$ cat src/rtl/rx_event_pkg.sv
package rx_event_pkg;

  typedef enum logic [2:0] {
    ST_IDLE,
    ST_DETECT,
    ST_RECV,
    ST_END_WAIT,
    ST_END_PULSE,
    ST_TAIL
  } ctrlState_t;

  // control -> datapath strobes
  typedef struct packed {
    logic clkOn;
    logic pulseStart;
    logic tailRun;
  } ctlToDp_t;

  // datapath -> control status
  typedef struct packed {
    logic pulseBusy;
    logic pulseLast;
    logic tailDone;
  } dpToCtl_t;

endpackage

$ cat src/rtl/rx_event_datapath.sv
module rx_event_datapath
  import rx_event_pkg::*;
#(
  parameter int INT_WIDTH   = 6780,
  parameter int TAIL_CYCLES = 16,
  parameter int DIV_FAST    = 4,
  parameter int DIV_SLOW    = 6,
  parameter logic [1:0] SLOW_BAND = 2'b10
) (
  input  logic       clk,
  input  logic       rst,
  input  logic [1:0] band,
  input  ctlToDp_t   ctl,
  output dpToCtl_t   stat,
  output logic       hostClk,
  output logic       intr
);

  localparam int DIV_MAX = (DIV_SLOW > DIV_FAST) ? DIV_SLOW : DIV_FAST;
  localparam int CW = (DIV_MAX > 2) ? $clog2(DIV_MAX) : 1;
  localparam int PW = $clog2(INT_WIDTH + 1);
  localparam int TW = $clog2(TAIL_CYCLES + 1);

  // divider
  logic          xoSel;
  logic [CW-1:0] divLast, halfPoint, divCnt, divNext;
  logic          wrap;
  logic          gateActive, gateNext, hostClkQ;
  logic [TW-1:0] tailCnt;
  logic          tailDoneNow;

  assign xoSel     = (band != SLOW_BAND);
  assign divLast   = xoSel ? CW'(DIV_FAST - 1) : CW'(DIV_SLOW - 1);
  assign halfPoint = xoSel ? CW'(DIV_FAST / 2) : CW'(DIV_SLOW / 2);
  assign wrap      = (divCnt >= divLast);
  assign divNext   = wrap ? '0 : divCnt + 1'b1;

  assign tailDoneNow = ctl.tailRun && wrap && (tailCnt == TW'(TAIL_CYCLES));
  // gate changes only at a period boundary
  assign gateNext    = wrap ? (ctl.clkOn && !tailDoneNow) : gateActive;

  always_ff @(posedge clk) begin
    if (rst) begin
      divCnt     <= '0;
      gateActive <= 1'b0;
      hostClkQ   <= 1'b0;
    end else begin
      divCnt     <= divNext;
      gateActive <= gateNext;
      hostClkQ   <= gateNext && (divNext < halfPoint);
    end
  end

  always_ff @(posedge clk) begin
    if (rst || !ctl.tailRun) tailCnt <= '0;
    else if (wrap && tailCnt != TW'(TAIL_CYCLES)) tailCnt <= tailCnt + 1'b1;
  end

  // interrupt pulse timer
  logic [PW-1:0] pulseCnt;
  logic          intrQ;

  always_ff @(posedge clk) begin
    if (rst) begin
      pulseCnt <= '0;
      intrQ    <= 1'b0;
    end else if (ctl.pulseStart) begin
      pulseCnt <= PW'(INT_WIDTH);
      intrQ    <= 1'b1;
    end else if (pulseCnt != '0) begin
      pulseCnt <= pulseCnt - 1'b1;
      intrQ    <= (pulseCnt != PW'(1));
    end
  end

  assign stat.pulseBusy = (pulseCnt != '0);
  assign stat.pulseLast = (pulseCnt == PW'(1));
  assign stat.tailDone  = tailDoneNow;
  assign hostClk        = hostClkQ;
  assign intr           = intrQ;

  // checking aid: length of the current interrupt pulse
  logic [PW:0] intrLen;
  always_ff @(posedge clk) begin
    if (rst || !intrQ) intrLen <= '0;
    else intrLen <= intrLen + 1'b1;
  end

  assert_clk_gated_R2: assert property (@(posedge clk) disable iff (rst)
    !gateActive |-> !hostClkQ);

  assert_high_phase_R1: assert property (@(posedge clk) disable iff (rst)
    $rose(hostClkQ) |=> hostClkQ);

  assert_pulse_start_R4: assert property (@(posedge clk) disable iff (rst)
    ctl.pulseStart |=> intrQ);

  assert_pulse_width_R4: assert property (@(posedge clk) disable iff (rst)
    $fell(intrQ) |-> (intrLen == (PW+1)'(INT_WIDTH)));

endmodule

$ cat src/rtl/rx_event_ctrl.sv
module rx_event_ctrl
  import rx_event_pkg::*;
(
  input  logic     clk,
  input  logic     rst,
  input  logic     detectStart,
  input  logic     txDetected,
  input  logic     msgDone,
  input  logic     txStopped,
  input  logic     readDone,
  input  dpToCtl_t stat,
  output ctlToDp_t ctl,
  output logic     wake,
  output logic     dataReady
);

  ctrlState_t state, stateNext;
  logic       wakeQ, readyQ, firstPending;
  logic       pulseStart;

  always_comb begin
    stateNext  = state;
    pulseStart = 1'b0;
    case (state)
      ST_IDLE:      if (detectStart) stateNext = ST_DETECT;
      ST_DETECT:    if (txDetected) stateNext = ST_RECV;
      ST_RECV: begin
        if (txStopped) stateNext = ST_END_WAIT;
        else if (msgDone && firstPending) pulseStart = 1'b1;
      end
      ST_END_WAIT: begin
        if (!stat.pulseBusy) begin
          pulseStart = 1'b1;
          stateNext  = ST_END_PULSE;
        end
      end
      ST_END_PULSE: if (stat.pulseLast) stateNext = ST_TAIL;
      ST_TAIL:      if (stat.tailDone) stateNext = ST_IDLE;
      default:      stateNext = ST_IDLE;
    endcase
  end

  always_ff @(posedge clk) begin
    if (rst) begin
      state        <= ST_IDLE;
      wakeQ        <= 1'b0;
      readyQ       <= 1'b0;
      firstPending <= 1'b0;
    end else begin
      state <= stateNext;
      if (state == ST_DETECT && txDetected) begin
        wakeQ        <= 1'b1;
        firstPending <= 1'b1;
      end else if (state == ST_RECV && txStopped) begin
        wakeQ        <= 1'b0;
        firstPending <= 1'b0;
      end else if (pulseStart && state == ST_RECV) begin
        firstPending <= 1'b0;
      end
      if (state == ST_RECV && msgDone) readyQ <= 1'b1;
      else if (readDone) readyQ <= 1'b0;
    end
  end

  assign ctl.clkOn      = (state != ST_IDLE);
  assign ctl.pulseStart = pulseStart;
  assign ctl.tailRun    = (state == ST_TAIL) || (state == ST_END_PULSE && stat.pulseLast);
  assign wake           = wakeQ;
  assign dataReady      = readyQ;

  assert_wake_rise_R3: assert property (@(posedge clk) disable iff (rst)
    $rose(wakeQ) |-> $past(txDetected));

  assert_wake_fall_R3: assert property (@(posedge clk) disable iff (rst)
    $fell(wakeQ) |-> $past(txStopped));

  assert_ready_set_R5: assert property (@(posedge clk) disable iff (rst)
    $rose(readyQ) |-> $past(msgDone));

  assert_end_pulse_wake_low_R6: assert property (@(posedge clk) disable iff (rst)
    (state == ST_END_WAIT) |-> !wakeQ);

endmodule

$ cat src/rtl/rx_event_clock_ctrl.sv
module rx_event_clock_ctrl
  import rx_event_pkg::*;
#(
  parameter int INT_WIDTH   = 6780,
  parameter int TAIL_CYCLES = 16,
  parameter int DIV_FAST    = 4,
  parameter int DIV_SLOW    = 6,
  parameter logic [1:0] SLOW_BAND = 2'b10
) (
  input  logic       clk,
  input  logic       rst,
  input  logic [1:0] band,
  input  logic       detectStart,
  input  logic       txDetected,
  input  logic       msgDone,
  input  logic       txStopped,
  input  logic       readDone,
  output logic       hostClk,
  output logic       wake,
  output logic       intr,
  output logic       dataReady
);

  ctlToDp_t ctl;
  dpToCtl_t stat;

  rx_event_ctrl u_ctrl (
    .clk(clk), .rst(rst),
    .detectStart(detectStart), .txDetected(txDetected),
    .msgDone(msgDone), .txStopped(txStopped), .readDone(readDone),
    .stat(stat), .ctl(ctl), .wake(wake), .dataReady(dataReady)
  );

  rx_event_datapath #(
    .INT_WIDTH(INT_WIDTH), .TAIL_CYCLES(TAIL_CYCLES),
    .DIV_FAST(DIV_FAST), .DIV_SLOW(DIV_SLOW), .SLOW_BAND(SLOW_BAND)
  ) u_dp (
    .clk(clk), .rst(rst), .band(band), .ctl(ctl), .stat(stat),
    .hostClk(hostClk), .intr(intr)
  );

endmodule

$ cat config.mk
export PLATFORM = sky130hd
export DESIGN_NAME = rx_event_clock_ctrl
export DESIGN_NICKNAME = d
export VERILOG_FILES = /design/src/rtl/rx_event_pkg.sv /design/src/rtl/rx_event_datapath.sv /design/src/rtl/rx_event_ctrl.sv /design/src/rtl/rx_event_clock_ctrl.sv
export SDC_FILE = /design/constraint.sdc
export NUM_CORES = 1
export LEC_CHECK = 0
export BUFFER_PORTS_ARGS = -buffer_cell sky130_fd_sc_hd__buf_2
export CORE_MARGIN = 3
export CORE_UTILIZATION = 52
export CTS_CLUSTER_DIAMETER = 100
export DETAILED_ROUTE_END_ITERATION = 10
export PLACE_DENSITY = 0.68
export SLEW_MARGIN = 20
export SYNTH_ARGS = -nofsm -noshare
export SYNTH_HDL_FRONTEND = slang
export SYNTH_SLANG_ARGS = --single-unit
$ cat constraint.sdc
create_clock -name clk -period 2.4 [get_ports clk]
set_clock_uncertainty 0.05 [all_clocks]
set_input_delay 0.12 -clock clk [delete_from_list [all_inputs] [get_ports clk]]
set_output_delay 0.12 -clock clk [all_outputs]
set_load 0.03 [all_outputs]
# [Yosys cells after proc, flatten, opt, wreduce, memory -nomap -nowiden]
# Index checks and enable logic that the tools add are counted.
# Widths: inputs -> output; s select.
[op_classes] shift=0 magnitude_cmp=2 reduce_logical=24 n_div=0 mul=0 addsub=3 bitwise=0 n_eq_ne=16 n_mux=26
[ops] operator="$mux 13" count=2
[ops] operator="$mux 3" count=8
[ops] operator="$pmux 3 s6" count=1
[ops] operator="$mux 1" count=14
[ops] operator="$eq 13x1->1 const B" count=1
[ops] operator="$ne 13x1->1 const B" count=1
[ops] operator="$reduce_bool 13->1" count=1
[ops] operator="$sub 13x1->13 const B" count=1
[ops] operator="$logic_and 1x1->1" count=11
[ops] operator="$ne 2x2->1 const B" count=5
[ops] operator="$eq 3x2->1 const B" count=2
[ops] operator="$eq 3x3->1 const B" count=2
[ops] operator="$reduce_and 6->1" count=1
[ops] operator="$reduce_bool 2->1" count=3
[ops] operator="$reduce_bool 3->1" count=2
[ops] operator="$add 5x1->5 const B" count=1
[ops] operator="$eq 5x5->1 const B" count=1
[ops] operator="$ne 5x5->1 const B" count=1
[ops] operator="$ne 2x1->1 const B" count=2
[ops] operator="$add 3x1->3 const B" count=1
[ops] operator="$eq 3x1->1 const B" count=1
[ops] operator="$ge 3x3->1" count=1
[ops] operator="$logic_not 3->1" count=1
[ops] operator="$lt 3x3->1" count=1
[ops] operator="4 further kinds" count=6
[word_totals] ram_bits=0 memories=0 wordCells=82 latch_bits=0 rom_bits=0 reg_bits=30

# [Longest topological paths before layout]
# Gate-level depths: netlist of run 1.
[depth] depth_word=9 depth_mapped=7 mapped_depth_nobuf=7

# [By module]
# From an unflattened synthesis of run 1, not the netlist that was laid out.
[hier_totals] cells_unflattened=191 hier_area_um2=1624.1
[by_module_without_submodules] mod="rx_event_datapath" instances=1 cells_per_inst=146 area_each_um2=1255.0 seq_area_each_um2=480.5
[by_module_without_submodules] mod="rx_event_ctrl" instances=1 cells_per_inst=45 area_each_um2=369.1 seq_area_each_um2=120.1

# [Worst setup path after synthesis of run 1]
# OpenSTA, ideal clock, no wires.
[synth_timing] path_type="reg2reg" start="reg u_dp.pulseCnt[0]" end="reg u_ctrl.state[0]" path_buffers=1 setup_time_ns=0.122 arrival_ns=1.808 slack_ns=0.420 path_stages_with_launch=8 path_cell_list="dfxtp_1 -> inv_1 -> ha_1 -> nor4b_2 -> and4_1 -> buf_2 -> nor2_1 -> o311a_1"
[synth_between] elab_chain_cells=7 elab_cells_between_ends=10
[synth_lines] element="from (decl)" line="rx_event_datapath.sv:60" rtl="logic [PW-1:0] pulseCnt;"
[synth_lines] element="from (signal assigned)" line="rx_event_datapath.sv:68" rtl="pulseCnt <= PW'(INT_WIDTH);"
[synth_lines] element="from (signal assigned)" line="rx_event_datapath.sv:71" rtl="pulseCnt <= pulseCnt - 1'b1;"
[synth_lines] element="$eq 13x1->1" line="rx_event_datapath.sv:77" rtl="assign stat.pulseLast = (pulseCnt == PW'(1));"
[synth_lines] element="$logic_and 1x1->1" line="rx_event_ctrl.sv:67" rtl="assign ctl.tailRun = (state == ST_TAIL) || (state == ST_END_PULSE && stat.pulseLast);"
[synth_lines] element="$logic_or 1x1->1" line="rx_event_ctrl.sv:67"
[synth_lines] element="$logic_and 1x1->1 (2 in series)" line="rx_event_datapath.sv:38" rtl="assign tailDoneNow = ctl.tailRun && wrap && (tailCnt == TW'(TAIL_CYCLES));"
[synth_lines] element="$ne 2x1->1 (no line)"
[synth_lines] element="$reduce_and 6->1 (no line) (*)"
[synth_lines] element="to (signal assigned)" line="rx_event_ctrl.sv:50" rtl="state <= stateNext;"
[synth_lines] element="to (decl)" line="rx_event_ctrl.sv:17" rtl="ctrlState_t state, stateNext;"
# Mark *: on every way between the ends. The rest lies on a longest branch, timed or not.
# A chain may end at the register's enable or synchronous reset.

# [Worst setup path after layout of run 1]
[layout_timing] start="reg u_dp.pulseCnt[0]" end="reg u_dp.pulseCnt[10]"
[layout_between] elab_chain_cells=4 elab_cells_between_ends=5
[layout_lines] element="branches (longest 4 deep; another with $sub 13x1->13)"
# Parallel ways; which one is timed is not known.

==> flow_metrics.py, run 1 <==
metrics = {
    "cells_and_area": {
        "area_delta_synth_final_pct": 11.4,
        "instances_no_fill": 255,
        "fin_nets": 227,
        "drive_gt1_share_pct": 16.1,
        "final_area_um2": 1870,
        "diodes": 0,
        "fin_util_pct": 60.9,
        "final_common_cell": "dfxtp_1",
        "layout_common_cells": "dfxtp_1, nor2_1, inv_1, buf_2, nand2_1",
    },
    "status": {
        "outcome": "finished clean",
    },
    "setup_path": {
        "cp.arrival_ns": 2.22,
        "slowest_delay_ns": 0.60,
        "r2r_slack_ns": 0.33,
        "startpoint_type": "flip-flop",
        "required_ns": 2.54,
        "crit_type": "reg -> reg",
        "cp_slowest_cell": "or4b_1",
        "critPathMaxFanout": 6,
        "end_kind": "flip-flop",
        "path_cells": "inv_1 > ha_1 > or4b_1 > a2111oi_4 > xnor2_1 > nor3_1",
    },
    "clock_network": {
        "numCtsBuffers": 5,
        "cts-root-buf": "clkbuf_4",
        "cts_sinks": 30,
        "clkTransAtPathRegs_ns": 0.10,
        "h-tree-depth": 2,
        "cts.path.max_buffers": 2,
        "cts_tree": "yes",
        "hold_buffers": 0,
        "post-cts-setup-buffers": 0,
        "ctsResizeCount": 0,
        "insertion_delay_ns": 0.33,
    },
    "drt": {
        "wl_um": 3560,
        "dr_total_vias": 1490,
        "drtIter0Drc": 92,
        "wl_per_cell_um": 13.9,
        "vias_per_cell": 5.84,
        "final_antenna_net_count": 0,
        "post-route-drc-count": 0,
        "dr.pass1.iters": 4,
    },
    "power_and_ir_drop": {
        "peakVddDrop_mv": 0.769,
        "p_int_mw": 1.36,
        "leakagePower_nw": 0.692,
        "power.total_mw": 2.31,
        "switchingPower_mw": 0.958,
        "power_density_nw_per_um2": 1240,
        "power_frac_seq_pct": 33.4,
        "power_frac_clock_pct": 17.2,
        "combPwrFrac_pct": 49.4,
        "switching_share_pct": 41.4,
    },
    "sta": {
        "fmaxAchievable_mhz": 482,
        "worstMarginPinSlew_ns": 0.595,
        "setup_violations": 0,
        "rsz0062_at_grt": "false",
        "setup-tns-final_ns": 0,
        "period_needed_ns": 2.07,
        "relSlewSlack_pct": 59.9,
        "whs_ns": 0.0201,
        "drv_slew": 0,
        "period_share_pct": 86.4,
        "hold_viol": 0,
        "setup_slack_ns": 0.326,
    },
    "placed_design": {
        "place_area_um2": 1800,
        "pre_cts_ws_ns": 0.351,
        "dp_hpwl_um": 2650,
        "gp_congestion": 0.845,
        "portBuffers": 12,
        "place_inst": 247,
    },
    "yosys": {
        "synthesis.area_um2": 1680,
        "yosysUniqueCellTypes": 48,
        "synthMuxAreaShare_pct": 2.38,
        "synth_cells": 194,
        "synth_xor_area_share_pct": 4.17,
        "synth_top_family_by_area": "simple AND/OR/NAND/NOR gates",
        "synth_edf_count": 0,
        "synth_compound_area_share_pct": 19.9,
        "yosysTopAreaCellShare_pct": 35.7,
        "synthArstFlopShare_pct": 0,
        "yosysWarnings": 0,
        "synthAdderAreaFrac_pct": 5.95,
        "synth-simple-area-share_pct": 26.9,
        "syn_avg_cell_area_um2": 8.67,
        "synth_seq_cells": 30,
        "synth_flop_cell": "dfxtp_1",
        "synth_nets": 211,
        "synth_area_leaders": "dfxtp_1, ha_1, xnor2_1, a31oi_1, nor2_1",
        "yosysSeqAreaShare_pct": 35.7,
        "yosys.area.top_type": "dfxtp_1",
    },
    "die": {
        "die_w_um": 62.9,
        "die_h_um": 62.9,
        "boundaryPins": 13,
        "rows": 20,
        "die_area_um2": 3950,
        "initial_utilization_pct": 54.6,
        "core_area_um2": 3080,
    },
    "global_routing": {
        "grt_pass1_wl_um": 6750,
        "antenna_found_initial": 0,
        "grtUsageTotal_pct": 20.8,
        "overflow": 0,
        "grt_pass1_vias": 1484,
        "grt_start_max_net_pins": 25,
    },
    "hold_path": {
        "hold_path_class": "in -> reg",
    },
    "job": {
        "drv_cap": 0,
    },
}
==> critical path, delay by kind of cell (launching register included) <==
kind                       cells  cell delay, ns
buffers and inverters          1            0.12
AOI/OAI and AO/OA              1            0.38
adders and majority gates      1            0.22
xor gates and xnor gates       1            0.16
and+or+nand+nor                2            0.66
DFF                            1            0.35
==> power by group through the flow <==
stage	Sequential (mW)	Combinational, mW	Clock [mW]
2_1_floorplan	0.745	0.909	0
3_3_place_gp	0.772	1.11	0
3_5_place_dp	0.781	1.13	0
4_1_cts	0.772	1.14	0.406
5_1_grt	0.797	1.29	0.434
6_report	0.774	1.14	0.397
==> path summary, 6_finish.rpt <==
check | startpoint | endpoint | cells past startpoint
max reg2reg | u_dp.pulseCnt[0] | u_dp.pulseCnt[10] | 6
min | msgDone | u_ctrl.dataReady | 3
max | u_dp.pulseCnt[0] | u_dp.pulseCnt[10] | 6
min reg2reg | u_ctrl.wake | u_ctrl.wake | 2
==> cells by family after synthesis <==
| logic type | count (synthesis) |
|---|---|
| simple gates | 77 |
| compound gates | 47 |
| flops | 30 |
| buf+inv | 20 |
| xor+xnor | 8 |
| fa+ha+maj | 8 |
| mux | 4 |
==> flip-flops by register name, summed over array words and instances (netlist names) <==
signal and cells:
u_dp.pulseCnt 13, u_dp.hostClk 1, u_dp.divCnt 3, u_ctrl.dataReady 1, u_ctrl.state 3, u_dp.gateActive 1, u_dp.intr 1, u_ctrl.firstPending 1
u_dp.tailCnt 5, u_ctrl.wake 1
==> area by class of cell <==
cell class,count,area (um^2)
Fill cell,304,1200
Tap cell,44,55.1
Clock inverter,3,40.0
Timing Repair Buffer,17,97.6
Inverter,12,45.0
Sequential cell,30,601
Multi-Input combinational cell,144,997
Clock buffer,5,37.5
==> cells in the mapped netlist (3+ instances only) <==
cell type and n:
a211oi_1 6, a21oi_1 9, a31oi_1 10, clkbuf_1 6, dfxtp_1 30, ha_1 8, inv_1 12, mux2i_1 4
nand2_1 11, nand2b_1 4, nand3_1 5, nand4_1 3, nor2_1 15, nor3_1 10, nor3b_1 5, o21ai_0 7
o41ai_1 3, or3_1 3, xnor2_1 8
==> metal layers <==
metal	wire length [um]	global-route usage (%)	share of wire, %
met5	0	0	0
met4	34	7.44	0.96
met3	136	5.76	3.8
met2	1880	36.4	53
met1	1510	24.0	42
No activity file was read; power rests on OpenSTA's default activity.
==> run 2: changes to the inputs <==
==> constraint.sdc (replaced) <==
create_clock -name clk -period 2.4 [get_ports clk]
set_clock_uncertainty 0.05 [all_clocks]
set_input_delay 0.48 -clock clk [delete_from_list [all_inputs] [get_ports clk]]
set_output_delay 0.48 -clock clk [all_outputs]
set_load 0.03 [all_outputs]
==> run 2 against run 1 <==
Non-clock buffer count rose by 1. Worst hold slack improved by 0.34 ns. Critical path depth did not move. Sequential share of layout area rose by 0.17 points. Via count rose by 2.0%. Critical endpoint is now u_dp.pulseCnt[12]. Clock power fell by 20%.
==> flow_metrics.py, run 2 (synthesis gave the netlist of run 1 again) <==
metrics = {
    "status": {
        "outcome": "finished clean",
    },
    "setup_path": {
        "path_cells": "inv_1 > ha_1 > or4b_1 > nor4_1 > mux2i_1 > a21oi_1",
        "cp_slowest_cell": "or4b_1",
        "end_kind": "flip-flop",
        "crit_type": "reg -> reg",
        "startpoint_type": "flip-flop",
        "slowest_delay_ns": 0.61,
        "cp.arrival_ns": 2.23,
        "required_ns": 2.55,
        "critPathMaxFanout": 6,
    },
    "drt": {
        "dr_total_vias": 1520,
        "wl_um": 3680,
        "drtIter0Drc": 76,
        "wl_per_cell_um": 14.4,
        "final_antenna_net_count": 0,
        "dr.pass1.iters": 4,
        "post-route-drc-count": 0,
        "vias_per_cell": 5.94,
    },
    "clock_network": {
        "cts_sinks": 30,
        "h-tree-depth": 2,
        "insertion_delay_ns": 0.32,
        "numCtsBuffers": 5,
        "cts_tree": "yes",
        "cts-root-buf": "clkbuf_4",
        "hold_buffers": 0,
        "post-cts-setup-buffers": 0,
        "cts.path.max_buffers": 2,
        "clkTransAtPathRegs_ns": 0.09,
        "ctsResizeCount": 0,
    },
    "cells_and_area": {
        "instances_no_fill": 256,
        "largestRegisters": "u_dp.pulseCnt: 13 flops, u_dp.tailCnt: 5 flops",
        "top_register": "u_dp.pulseCnt",
        "area_delta_synth_final_pct": 10.8,
        "final_area_um2": 1860,
        "diodes": 0,
        "drive_gt1_share_pct": 16.0,
        "largest_register_ffs": 13,
        "layout_common_cells": "dfxtp_1, nor2_1, inv_1, buf_2, nand2_1",
        "fin_nets": 228,
        "fin_util_pct": 60.5,
        "final_common_cell": "dfxtp_1",
        "nFillCells": 292,
    },
    "hold_path": {
        "hold_path_class": "in -> reg",
    },
    "sta": {
        "worstMarginPinSlew_ns": 0.595,
        "period_needed_ns": 2.08,
        "setup-tns-final_ns": 0,
        "setup_violations": 0,
        "rsz0062_at_grt": "false",
        "relSlewSlack_pct": 59.9,
        "whs_ns": 0.358,
        "setup_slack_ns": 0.319,
        "fmaxAchievable_mhz": 481,
        "drv_slew": 0,
        "hold_viol": 0,
        "period_share_pct": 86.7,
    },
    "power_and_ir_drop": {
        "power_density_nw_per_um2": 1210,
        "leakagePower_nw": 0.687,
        "power.total_mw": 2.26,
        "peakVddDrop_mv": 0.672,
    },
    "job": {
        "drv_cap": 0,
    },
    "global_routing": {
        "grt_pass1_wl_um": 6530,
        "grtUsageTotal_pct": 20.5,
        "antenna_found_initial": 0,
        "grt_pass1_vias": 1473,
        "overflow": 0,
        "grt_start_max_net_pins": 25,
    },
    "die": {
        "core_area_um2": 3080,
        "initial_utilization_pct": 54.6,
        "rows": 20,
        "boundaryPins": 13,
        "die_w_um": 62.9,
        "die_h_um": 62.9,
        "die_area_um2": 3950,
    },
    "placed_design": {
        "place_area_um2": 1800,
        "pre_cts_ws_ns": 0.281,
        "place_inst": 248,
        "dp_hpwl_um": 2710,
        "portBuffers": 12,
        "gp_congestion": 0.802,
    },
}
==> run 2: changes by cell type in the layout (fill, tap and decap cells not counted), sizes merged <==
cell / delta
bufinv: -1
clkbuf: +2
buf: +1
clkinv: -1
==> run 2: final timing paths <==
| kind | from | end | slack (ns) | cells past startpoint |
|---|---|---|---|---|
| min | msgDone | u_ctrl.dataReady | 0.36 | 3 |
| min reg2reg | u_dp.gateActive | u_dp.gateActive | 0.42 | 2 |
| max | u_dp.pulseCnt[0] | u_dp.pulseCnt[12] | 0.32 | 6 |
| max reg2reg | u_dp.pulseCnt[0] | u_dp.pulseCnt[12] | 0.32 | 6 |
==> run 2: area by class of cell <==
type,count,area [um^2],share of cell area [%]
tap,44,55.1,2.95
multi-input combinational,144,997,53.5
clock buffer,7,55.1,2.95
inverter,12,45.0,2.42
clock inverter,1,5.00,0.269
timing repair buffer,18,105,5.64
sequential,30,601,32.2
==> run 2: power breakdown <==
part / internal [mW] / switching (mW) / total (mW)
logic: 0.519 / 0.647 / 1.17
clock network: 0.142 / 0.174 / 0.316
registers: 0.622 / 0.151 / 0.773
total: 1.28 / 0.972 / 2.26
==> run 2: metal layers <==
layer,vias up,global-route usage [%],wire [um],part of all wire [%]
met5,-,0,0,0
met4,0,7.71,19,0.52
met3,2,6.65,179,4.9
met2,35,34.9,1880,51
met1,726,23.7,1600,43
li1,757,-,-,-
==> run 2: worst max-delay path, delay by kind of cell (launching register included) <==
kind                     cells  cell delay [ns]
AO/OA/AOI/OAI                1             0.08
multiplexers                 1             0.23
AND/OR/NAND/NOR              2             0.92
flip-flops                   1             0.34
buffers and inverters        1             0.11
adder cells (fa/ha/maj)      1             0.22
==> run 3: changes to the inputs <==
--- a/config.mk
+++ b/config.mk
@@ -10,8 +10,10 @@
 export CORE_UTILIZATION = 52
 export CTS_CLUSTER_DIAMETER = 100
 export DETAILED_ROUTE_END_ITERATION = 10
+export GPL_TIMING_DRIVEN = 0
 export PLACE_DENSITY = 0.68
 export SLEW_MARGIN = 20
 export SYNTH_ARGS = -nofsm -noshare
 export SYNTH_HDL_FRONTEND = slang
 export SYNTH_SLANG_ARGS = --single-unit
+export TNS_END_PERCENT = 50
==> run 3 against run 2 <==
Wire length grew 1.5%. Count of clock-buffer cells in the layout is the same. Global-route usage is 0.44 points higher. First-iteration DRC count unchanged. Sequential power shrank 2%. Sequential share of layout area is 0.19 points lower. Critical endpoint is now u_ctrl.state[0]. Largest cell class unchanged. Largest power group unchanged. Highest routed layer unchanged.
==> flow_metrics.py, run 3 (synthesis gave the netlist of run 1 again) <==
metrics = {
    "status": {
        "outcome": "finished clean",
    },
    "setup_path": {
        "r2r_start": "u_dp.tailCnt[0]",
        "cp_num_buf_inv": 1,
        "r2r_cells": 6,
        "r2r-end": "u_ctrl.state[0]",
        "cp.arrival_ns": 2.30,
        "crit_type": "reg -> reg",
        "critical_path.top_delay_family": "compound AO/OA/AOI/OAI gates",
        "r2r_slack_ns": 0.29,
        "startpoint_type": "flip-flop",
        "slowest_delay_ns": 0.49,
        "end_kind": "flip-flop",
        "critPathMaxFanout": 4,
        "required_ns": 2.59,
        "path_cells": "inv_1 > ha_1 > nor4bb_1 > a21boi_0 > nor2_1 > o311a_1",
        "cp_slowest_cell": "nor4bb_1",
    },
    "global_routing": {
        "overflow": 0,
        "met1_usage_pct": 24.7,
        "antenna_found_initial": 0,
        "grt_pass1_vias": 1480,
        "grt_pass1_wl_um": 6650,
        "busiest_layer": "met2",
        "grtUsageTotal_pct": 21.0,
        "use_met2_pct": 36.0,
        "grt_start_max_net_pins": 11,
        "use_met3_pct": 6.29,
    },
    "power_and_ir_drop": {
        "leakagePower_nw": 0.688,
        "p_int_mw": 1.29,
        "power_frac_seq_pct": 33.7,
        "combPwrFrac_pct": 52.3,
        "power_density_nw_per_um2": 1200,
        "peakVddDrop_mv": 0.780,
        "power_frac_clock_pct": 14.0,
        "switchingPower_mw": 0.961,
        "switching_share_pct": 42.8,
    },
    "cells_and_area": {
        "drive_gt1_share_pct": 14.4,
        "ff_latch_area_um2": 601,
        "fin_util_pct": 60.9,
        "layout_common_cells": "dfxtp_1, nor2_1, buf_2",
        "final_area_um2": 1870,
        "area_delta_synth_final_pct": 11.5,
        "fin_nets": 231,
        "multiInputGateArea_um2": 1010,
        "top_register": "u_dp.pulseCnt",
        "largest_register_ffs": 13,
        "nFillCells": 286,
        "instances_no_fill": 259,
        "largestRegisters": "u_dp.pulseCnt: 13 flops, u_dp.tailCnt: 5 flops",
        "diodes": 0,
        "final_common_cell": "dfxtp_1",
    },
    "die": {
        "rows": 20,
        "die_area_um2": 3950,
        "die_w_um": 62.9,
        "core_area_um2": 3080,
        "initial_utilization_pct": 54.6,
        "boundaryPins": 13,
        "die_h_um": 62.9,
    },
    "hold_path": {
        "hold_start": "rst",
        "whs_path_depth": 2,
        "hold_path_class": "in -> reg",
        "holdPathEnd": "u_dp.pulseCnt[7]",
    },
    "clock_network": {
        "cts_sinks": 30,
        "cts-root-buf": "clkbuf_4",
        "h-tree-depth": 2,
        "clkTransAtPathRegs_ns": 0.10,
        "cts.path.max_buffers": 2,
        "numCtsBuffers": 5,
        "cts_tree": "yes",
        "insertion_delay_ns": 0.34,
    },
    "drt": {
        "wl_um": 3730,
        "vias_per_cell": 5.80,
        "drtIter0Drc": 76,
        "wl_per_cell_um": 14.4,
        "dr_total_vias": 1501,
        "dr.pass1.iters": 4,
        "post-route-drc-count": 0,
        "final_antenna_net_count": 0,
    },
    "sta": {
        "relSlewSlack_pct": 56.0,
        "rsz0062_at_grt": "false",
        "worstMarginPinSlew_ns": 0.655,
        "drv_slew": 0,
        "hold_viol": 0,
        "setup_violations": 0,
        "fmaxAchievable_mhz": 473,
        "period_needed_ns": 2.11,
        "period_share_pct": 88.0,
        "setup-tns-final_ns": 0,
        "setup_slack_ns": 0.288,
    },
    "job": {
        "drv_cap": 0,
    },
    "placed_design": {
        "dp_hpwl_um": 2670,
        "place_area_um2": 1800,
        "place_inst": 250,
        "portBuffers": 12,
        "gp_congestion": 0.888,
        "pre_cts_ws_ns": -0.0841,
    },
}
run 3: through the flow:
step	total power, mW	hold WS, ns
after floorplan	1.65	0.387
after global placement	1.86	0.398
after detailed placement	1.89	0.408
after CTS	2.21	0.336
after global routing	2.44	0.332
final	2.25	0.339
run 3: final cells by class:
cell class | instances | area share [%]
repair buffers | 13 | 3.60
clock inverters | 1 | 0.267
well taps | 44 | 2.94
multi-input cells | 144 | 53.7
inverters | 12 | 2.40
flip-flops and latches | 30 | 32.0
plain buffers | 8 | 2.07
clock buffers | 7 | 2.94
run 3: power groups by stage:
stage	clock (mW)	combinational (mW)	sequential, mW
5_1_grt	0.352	1.31	0.777
3_3_place_gp	0	1.11	0.749
3_5_place_dp	0	1.13	0.761
6_report	0.315	1.18	0.758
4_1_cts	0.322	1.14	0.749
2_1_floorplan	0	0.909	0.745
run 3: how the worst max path moves through the flow:
stage	from	end	slack (ns)	cells after the start
floorplan	band[0]	u_ctrl.state[2]	0.34	6
global placement	band[0]	u_ctrl.state[2]	-0.007	7
detailed placement	band[0]	u_ctrl.state[2]	-0.08	7
CTS	u_dp.pulseCnt[0]	u_ctrl.state[2]	0.10	7
global route	u_dp.pulseCnt[0]	u_ctrl.state[2]	0.03	7
finish	u_dp.tailCnt[0]	u_ctrl.state[0]	0.29	6
run 3: timing repair:
| item | CTS | global route |
|---|---|---|
| setup endpoints to repair | 0 | 2 |
| resized for setup | 0 | 2 |
| setup buffers | 0 | 1 |
| hold buffers | 0 | 0 |
run 3: metal layers:
metal	wire, um	up-vias
met3	175	7
met5	0	-
met2	1840	29
li1	-	765
met4	51	0
met1	1660	700
